### config.mk
export PLATFORM = sky130hd
export DESIGN_NAME = cmp_pulse_channel
export DESIGN_NICKNAME = d
export VERILOG_FILES = /design/src/rtl/cmp_chan_pkg.sv /design/src/rtl/cmp_chan_target.sv /design/src/rtl/cmp_chan_detect.sv /design/src/rtl/cmp_chan_drive.sv /design/src/rtl/cmp_pulse_channel.sv
export SDC_FILE = /design/constraint.sdc
export NUM_CORES = 1
export LEC_CHECK = 0
export CAP_MARGIN = 20
export CORE_AREA = 4 4 98 100
export CTS_BUF_LIST = sky130_fd_sc_hd__clkbuf_8
export CTS_CLUSTER_SIZE = 14
export DETAILED_ROUTE_END_ITERATION = 12
export DIE_AREA = 0 0 102 104
export PLACE_DENSITY = 0.81
export SLEW_MARGIN = 20
export SYNTH_ARGS = -nofsm -noshare
export SYNTH_HDL_FRONTEND = slang
export SYNTH_HIERARCHICAL = 1
export SYNTH_SLANG_ARGS = --single-unit
### constraint.sdc
create_clock -name clk -period 3.1 [get_ports clk]
set_input_delay 0.465 -clock clk [delete_from_list [all_inputs] [get_ports clk]]
set_output_delay 0.465 -clock clk [all_outputs]
set_load 0.01 [all_outputs]
### src/rtl/cmp_chan_pkg.sv
package cmp_chan_pkg;
    localparam int REG_W    = 32;
    localparam int DRE_BIT  = 0;
    localparam int MODE_LSB = 2;
    localparam int MODE_MSB = 5;
    localparam int IE_BIT   = 6;
    localparam int FLAG_BIT = 7;

    typedef logic [3:0] mode_t;

    localparam mode_t MODE_OFF    = 4'h0;
    localparam mode_t MODE_TOGGLE = 4'h5;
    localparam mode_t MODE_PULSE  = 4'hF;

    typedef enum logic {
        SEL_CTRL = 1'b0,
        SEL_TGT  = 1'b1
    } sel_t;
endpackage

### src/rtl/cmp_chan_target.sv
module cmp_chan_target #(
    parameter int CNT_W = 32
) (
    input  logic             clk,
    input  logic             rst_n,
    input  logic             chan_on,
    input  logic             wr_tgt,
    input  logic [CNT_W-1:0] wdata,
    input  logic             hit,
    output logic [CNT_W-1:0] target,
    output logic             armed
);
    typedef struct packed {
        logic [CNT_W-1:0] active;
        logic [CNT_W-1:0] queued;
        logic             q_valid;
        logic             armed;
        logic             was_on;
    } tgt_st_t;

    tgt_st_t st_d, st_q;

    always_comb begin
        st_d        = st_q;
        st_d.was_on = chan_on;
        // switching off drops any loaded or queued target
        if (st_q.was_on && !chan_on) begin
            st_d.armed   = 1'b0;
            st_d.q_valid = 1'b0;
        end
        // a match promotes the queued target
        if (hit && st_q.q_valid) begin
            st_d.active  = st_q.queued;
            st_d.q_valid = 1'b0;
        end
        if (wr_tgt) begin
            if (!chan_on || !st_d.armed) begin
                st_d.active  = wdata;
                st_d.armed   = 1'b1;
                st_d.q_valid = 1'b0;
            end else begin
                st_d.queued  = wdata;
                st_d.q_valid = 1'b1;
            end
        end
    end

    always_ff @(posedge clk or negedge rst_n) begin
        if (!rst_n) st_q <= '0;
        else        st_q <= st_d;
    end

    assign target = st_q.active;
    assign armed  = st_q.armed;

    assert_direct_load_R4: assert property (@(posedge clk) disable iff (!rst_n)
        (wr_tgt && !chan_on) |=> (target == $past(wdata)));

    assert_queue_promote_R5: assert property (@(posedge clk) disable iff (!rst_n)
        (hit && st_q.q_valid) |=> (target == $past(st_q.queued)));

    assert_keep_target_R6: assert property (@(posedge clk) disable iff (!rst_n)
        (hit && !st_q.q_valid) |=> (target == $past(target)));
endmodule

### src/rtl/cmp_chan_detect.sv
module cmp_chan_detect #(
    parameter int CNT_W = 32
) (
    input  logic             clk,
    input  logic             rst_n,
    input  logic [CNT_W-1:0] cnt,
    input  logic [CNT_W-1:0] target,
    input  logic             armed,
    input  logic             chan_on,
    input  logic             at_wrap,
    input  logic             wrap_en,
    output logic             hit
);
    typedef struct packed {
        logic eq_prev;
    } det_st_t;

    det_st_t st_d, st_q;
    logic    eq;

    always_comb begin
        eq         = armed && chan_on && (cnt == target) && (!at_wrap || wrap_en);
        hit        = eq && !st_q.eq_prev;
        st_d       = st_q;
        st_d.eq_prev = eq;
    end

    always_ff @(posedge clk or negedge rst_n) begin
        if (!rst_n) st_q <= '0;
        else        st_q <= st_d;
    end

    assert_hit_needs_on_R3: assert property (@(posedge clk) disable iff (!rst_n)
        hit |-> (chan_on && armed));

    assert_single_event_R11: assert property (@(posedge clk) disable iff (!rst_n)
        (hit && $stable(cnt)) |=> !hit);

    assert_wrap_mask_R10: assert property (@(posedge clk) disable iff (!rst_n)
        (at_wrap && !wrap_en) |-> !hit);
endmodule

### src/rtl/cmp_chan_drive.sv
module cmp_chan_drive
    import cmp_chan_pkg::*;
#(
    parameter int PULSE_LEN = 4
) (
    input  logic  clk,
    input  logic  rst_n,
    input  mode_t mode,
    input  logic  hit,
    output logic  pin
);
    localparam int LW = $clog2(PULSE_LEN + 1);

    typedef struct packed {
        logic          pin;
        logic [LW-1:0] left;
    } drv_st_t;

    drv_st_t st_d, st_q;

    always_comb begin
        st_d = st_q;
        if (mode == MODE_OFF) begin
            st_d.pin  = 1'b0;
            st_d.left = '0;
        end else if (hit && mode == MODE_TOGGLE) begin
            st_d.pin  = !st_q.pin;
            st_d.left = '0;
        end else if (hit && mode == MODE_PULSE) begin
            st_d.pin  = 1'b1;
            st_d.left = LW'(PULSE_LEN - 1);
        end else if (st_q.left != '0) begin
            st_d.left = st_q.left - 1'b1;
        end else if (mode == MODE_PULSE && st_q.pin) begin
            st_d.pin = 1'b0;
        end
    end

    always_ff @(posedge clk or negedge rst_n) begin
        if (!rst_n) st_q <= '0;
        else        st_q <= st_d;
    end

    assign pin = st_q.pin;

    assert_toggle_R7: assert property (@(posedge clk) disable iff (!rst_n)
        (hit && mode == MODE_TOGGLE) |=> (pin != $past(pin)));

    assert_pulse_start_R8: assert property (@(posedge clk) disable iff (!rst_n)
        (hit && mode == MODE_PULSE) |=> pin);

    assert_off_low_R12: assert property (@(posedge clk) disable iff (!rst_n)
        (mode == MODE_OFF) |=> !pin);
endmodule

### src/rtl/cmp_pulse_channel.sv
module cmp_pulse_channel
    import cmp_chan_pkg::*;
#(
    parameter int CNT_W     = 32,
    parameter int PULSE_LEN = 4
) (
    input  logic             clk,
    input  logic             rst_n,
    input  logic [CNT_W-1:0] cnt_i,
    input  logic             cnt_wrap_i,
    input  logic             wrap_evt_en_i,
    input  logic             bus_we_i,
    input  logic             bus_addr_i,
    input  logic [31:0]      bus_wdata_i,
    output logic [31:0]      bus_rdata_o,
    output logic             pin_o,
    output logic             irq_o
);
    typedef struct packed {
        logic  dre;
        mode_t mode;
        logic  ie;
        logic  flag;
    } ctrl_st_t;

    ctrl_st_t         st_d, st_q;
    logic             wr_ctrl;
    logic             wr_tgt;
    logic             chan_on;
    logic             hit;
    logic             armed;
    logic [CNT_W-1:0] target;

    assign wr_ctrl = bus_we_i && (sel_t'(bus_addr_i) == SEL_CTRL);
    assign wr_tgt  = bus_we_i && (sel_t'(bus_addr_i) == SEL_TGT);
    assign chan_on = (st_q.mode != MODE_OFF);

    always_comb begin
        st_d = st_q;
        if (wr_ctrl) begin
            st_d.dre  = bus_wdata_i[DRE_BIT];
            st_d.mode = bus_wdata_i[MODE_MSB:MODE_LSB];
            st_d.ie   = bus_wdata_i[IE_BIT];
            if (bus_wdata_i[FLAG_BIT]) st_d.flag = 1'b0;
        end
        // a new event wins over a clear in the same cycle
        if (hit) st_d.flag = 1'b1;
    end

    always_ff @(posedge clk or negedge rst_n) begin
        if (!rst_n) st_q <= '0;
        else        st_q <= st_d;
    end

    always_comb begin
        bus_rdata_o = '0;
        if (sel_t'(bus_addr_i) == SEL_TGT) begin
            bus_rdata_o = REG_W'(target);
        end else begin
            bus_rdata_o[DRE_BIT]           = st_q.dre;
            bus_rdata_o[MODE_MSB:MODE_LSB] = st_q.mode;
            bus_rdata_o[IE_BIT]            = st_q.ie;
            bus_rdata_o[FLAG_BIT]          = st_q.flag;
        end
    end

    assign irq_o = st_q.flag && st_q.ie;

    cmp_chan_target #(.CNT_W(CNT_W)) u_target (
        .clk     (clk),
        .rst_n   (rst_n),
        .chan_on (chan_on),
        .wr_tgt  (wr_tgt),
        .wdata   (bus_wdata_i[CNT_W-1:0]),
        .hit     (hit),
        .target  (target),
        .armed   (armed)
    );

    cmp_chan_detect #(.CNT_W(CNT_W)) u_detect (
        .clk     (clk),
        .rst_n   (rst_n),
        .cnt     (cnt_i),
        .target  (target),
        .armed   (armed),
        .chan_on (chan_on),
        .at_wrap (cnt_wrap_i),
        .wrap_en (wrap_evt_en_i),
        .hit     (hit)
    );

    cmp_chan_drive #(.PULSE_LEN(PULSE_LEN)) u_drive (
        .clk   (clk),
        .rst_n (rst_n),
        .mode  (st_q.mode),
        .hit   (hit),
        .pin   (pin_o)
    );

    assert_flag_source_R3: assert property (@(posedge clk) disable iff (!rst_n)
        $rose(st_q.flag) |-> $past(hit));

    assert_flag_clear_R2: assert property (@(posedge clk) disable iff (!rst_n)
        (wr_ctrl && bus_wdata_i[FLAG_BIT] && !hit) |=> !st_q.flag);

    assert_irq_gate_R9: assert property (@(posedge clk) disable iff (!rst_n)
        (wr_ctrl && !bus_wdata_i[IE_BIT]) |=> !irq_o);
endmodule

==> metrics.csv <==
stage,metric,value,unit
global_route,grt_pass1_wl,16990,µm
logic_synthesis,syn_nets,461,
logic_synthesis,synth_mux_area_frac,0.2184,
logic_synthesis,synth_top_family_by_area,multiplexers,
sta,finalMaxSlewViolations,0,
power,total_leakage_power,2.593,nW
layout,antenna_cells,0,
logic_synthesis,synth_flop_cell,dfrtp_1,
placement,port_buffers,103,
placement,routabilityCongestion,0.7650,
logic_synthesis,synth_adder_area_share,0.005615,
logic_synthesis,avgSynthCellArea,11.46,µm²
worst_setup_path,worstSetupEndpointType,flip-flop,
floorplan,ios,104,
sta,setup_violations,0,
floorplan,die_y,104,µm
worst_setup_path,worstPathMaxFanout,8,
layout,multi_input_area,2086,µm²
sta,hold_viol,0,
floorplan,core,8678,µm²
clock_tree,cts.clk_slew.worst_paths,0.08,ns
run,maxCapViolations,0,
power,switching_share,0.3123,
global_route,grt-ovfl-total,0,
detailed_routing,vias,3064,
detailed_routing,viasPerCell,5.329,
logic_synthesis,synth_commonest_cells,"dfrtp_1 (79), nand2_1 (37), mux2_4 (36)",
power,comb_power_share,0.351,
power,ir_drop,317.9,µV
floorplan,dieArea,10610,µm²
global_route,grt_max_degree,80,
worst_setup_path,cp-start-kind,flip-flop,
logic_synthesis,yosysSeqAreaShare,0.4436,
worst_setup_path,critPathKind,reg2reg,
logic_synthesis,yosysTopAreaCell,dfrtp_1,
clock_tree,post_cts_buffers,0,
clock_tree,ctsRootBufferMaster,clkbuf_8,
clock_tree,cts_resized,0,
sta,maxSlewHeadroom,0.5168,
sta,period_needed,2.702,ns
logic_synthesis,synth_cell_types,39,
placement,place_hpwl,7638,µm
detailed_routing,antenna_left,0,
clock_tree,cts_tree,yes,
clock_tree,clk_latency,0.35,ns
global_route,first_global_vias,3306,
logic_synthesis,synth_compound_area_frac,0.05755,
layout,layout.nets,534,
logic_synthesis,yosys_register_bits,79,
sta,skew,0.01355,ns
worst_hold_path,hp-class,in2async,
layout,drive_gt1_frac,0.1670,
global_route,track_usage,0.2047,
floorplan,die_x,102,µm
logic_synthesis,synthXorXnorAreaFrac,0.06682,
detailed_routing,drc_errors,0,
worst_setup_path,cp.arrival,2.93,ns
layout,area_growth,25.27,%
detailed_routing,initialDrtViolationCount,115,
layout,final_util,0.6433,
layout,area.sequential,1977,µm²
logic_synthesis,synth_edf_count,0,
outcome,status,"finished, final reports clean",
sta,fmax,0.3700,GHz
sta,finalSetupTns,0,ns
logic_synthesis,syn_inst,389,
logic_synthesis,ys_top_cells_by_area,"dfrtp_1 (44%), mux2_4 (12%), mux2i_1 (7.2%)",
sta,tightest_slew,0.7248,ns
logic_synthesis,synth-warning-count,6,
clock_tree,cts-hold-fix-buffers,0,
logic_synthesis,async_reset_ff_frac,1.000,
detailed_routing,wirelength,10500,µm
power,clock_power_share,0.207,
detailed_routing,drt_pass1_iterations,4,
worst_setup_path,cp.required,3.33,ns
sta,fin_crit_sh,0.8717,
clock_tree,cts_buffers,9,
power,internal-power,0.002630,W
layout,fill_cells,686,
sta,grt_setup_unrepaired,false,
floorplan,start_util,0.5136,
power,p_sw,0.001194,W
power,p_seq_frac,0.442,
logic_synthesis,synth_top_area_frac,0.4436,
floorplan,rows,34,
detailed_routing,wire_per_inst,18.25,µm
global_route,antenna_found_initial,0,
clock_tree,cts_sinks,79,
clock_tree,cts_buffer_depth,2,
logic_synthesis,synth-simple-area-share,0.1196,
logic_synthesis,syn_area,4457,µm²
logic_synthesis,synth_most_common_cell,dfrtp_1,
clock_tree,cts.htree.levels,3,
power,powerDensity,685.1,nW/µm²
==> area by class of cell <==
class                   instances  share of cell area
clock buffers                  12             0.02958
clock inverters                 4            0.007844
inverters                       5            0.003362
multi-input cells             254              0.3736
flip-flops and latches         79              0.3541
well taps                     108             0.02420
repair buffers                113              0.2073
==> state kept, by name (all words and copies together), names as in the netlist <==
signal and flops:
u_target/st_q 34, u_target/target 32, st_q 7, u_drive/st_q 3
u_detect/st_q 1, u_drive/pin 1, u_target/armed 1
==> kinds of logic after synthesis <==
family,after synthesis
AOI/OAI and AO/OA,44
DFF,79
and+or+nand+nor,96
xor gates and xnor gates,34
muxes,78
adders and majority gates,2
buffers and inverters,56
==> critical path, cell delays in order, from the launching register on <==
cell,delay [ns]
dfrtp_1,0.48
or4_1,0.36
o2111ai_1,0.16
or4_1,0.54
nor4_2,0.24
buf_4,0.18
nand2_1,0.08
a211oi_1,0.35
nor2_1,0.07
a2bb2oi_1,0.13
==> power groups by stage <==
stage,sequential [W],combinational [W],clock [W]
6_report,0.00169,0.00134,0.000792
5_1_grt,0.00174,0.00146,0.000855
4_1_cts,0.00169,0.00135,0.000813
3_5_place_dp,0.00170,0.00134,0
3_3_place_gp,0.00168,0.00130,0
2_1_floorplan,0.00155,0.00115,0
==> layer usage <==
metal  track usage  up-vias  wire [µm]
met5             0        -          0
met4       0.08716        0        259
met3       0.03890       21        486
met2        0.3231       81       5141
met1        0.2728     1530       4607
li1              -     1432          -
==> stage by stage <==
step / setup WS, ns / hold slack, ns / std cells / power (W) / area (µm²)
floorplan: 0.5944 / 0.1694 / 389 / 0.002702 / 4457
CTS: 0.3920 / 0.3142 / 575 / 0.003856 / 5579
detailed placement: 0.09740 / 0.4927 / 559 / 0.003048 / 5370
finish: 0.3976 / 0.1505 / 575 / 0.003825 / 5583
global placement: 0.1760 / 0.4854 / 559 / 0.002982 / 5370
global route: 0.1532 / 0.2105 / 575 / 0.004051 / 5583
==> path summary, 6_finish.rpt <==
path,startpoint,to,slack (ns),cells past startpoint
min,rst_n,u_target/target[24],0.15,1
max,st_q[4],u_drive/st_q[1],0.40,9
min in group clk,u_target/st_q[34],u_target/st_q[34],0.51,1
max in group asynchronous,rst_n,u_target/st_q[9],2.45,1
max reg2reg,st_q[4],u_drive/st_q[1],0.40,9
min reg2reg,u_target/st_q[34],u_target/st_q[34],0.51,1
==> layout by cell type, fill, tap and decap left out, drive strengths merged, types with 6 or more instances in the layout <==
cell type and count:
clkdlybuf4s50 102, and2 28, mux2i 32, dfrtp 79
nor4 6, inv 6, xor2 16, xnor2 18
nand2 38, buf 11, clkbuf 12, o21ai 35
mux2 46
Power figures use the tool's default switching activity.
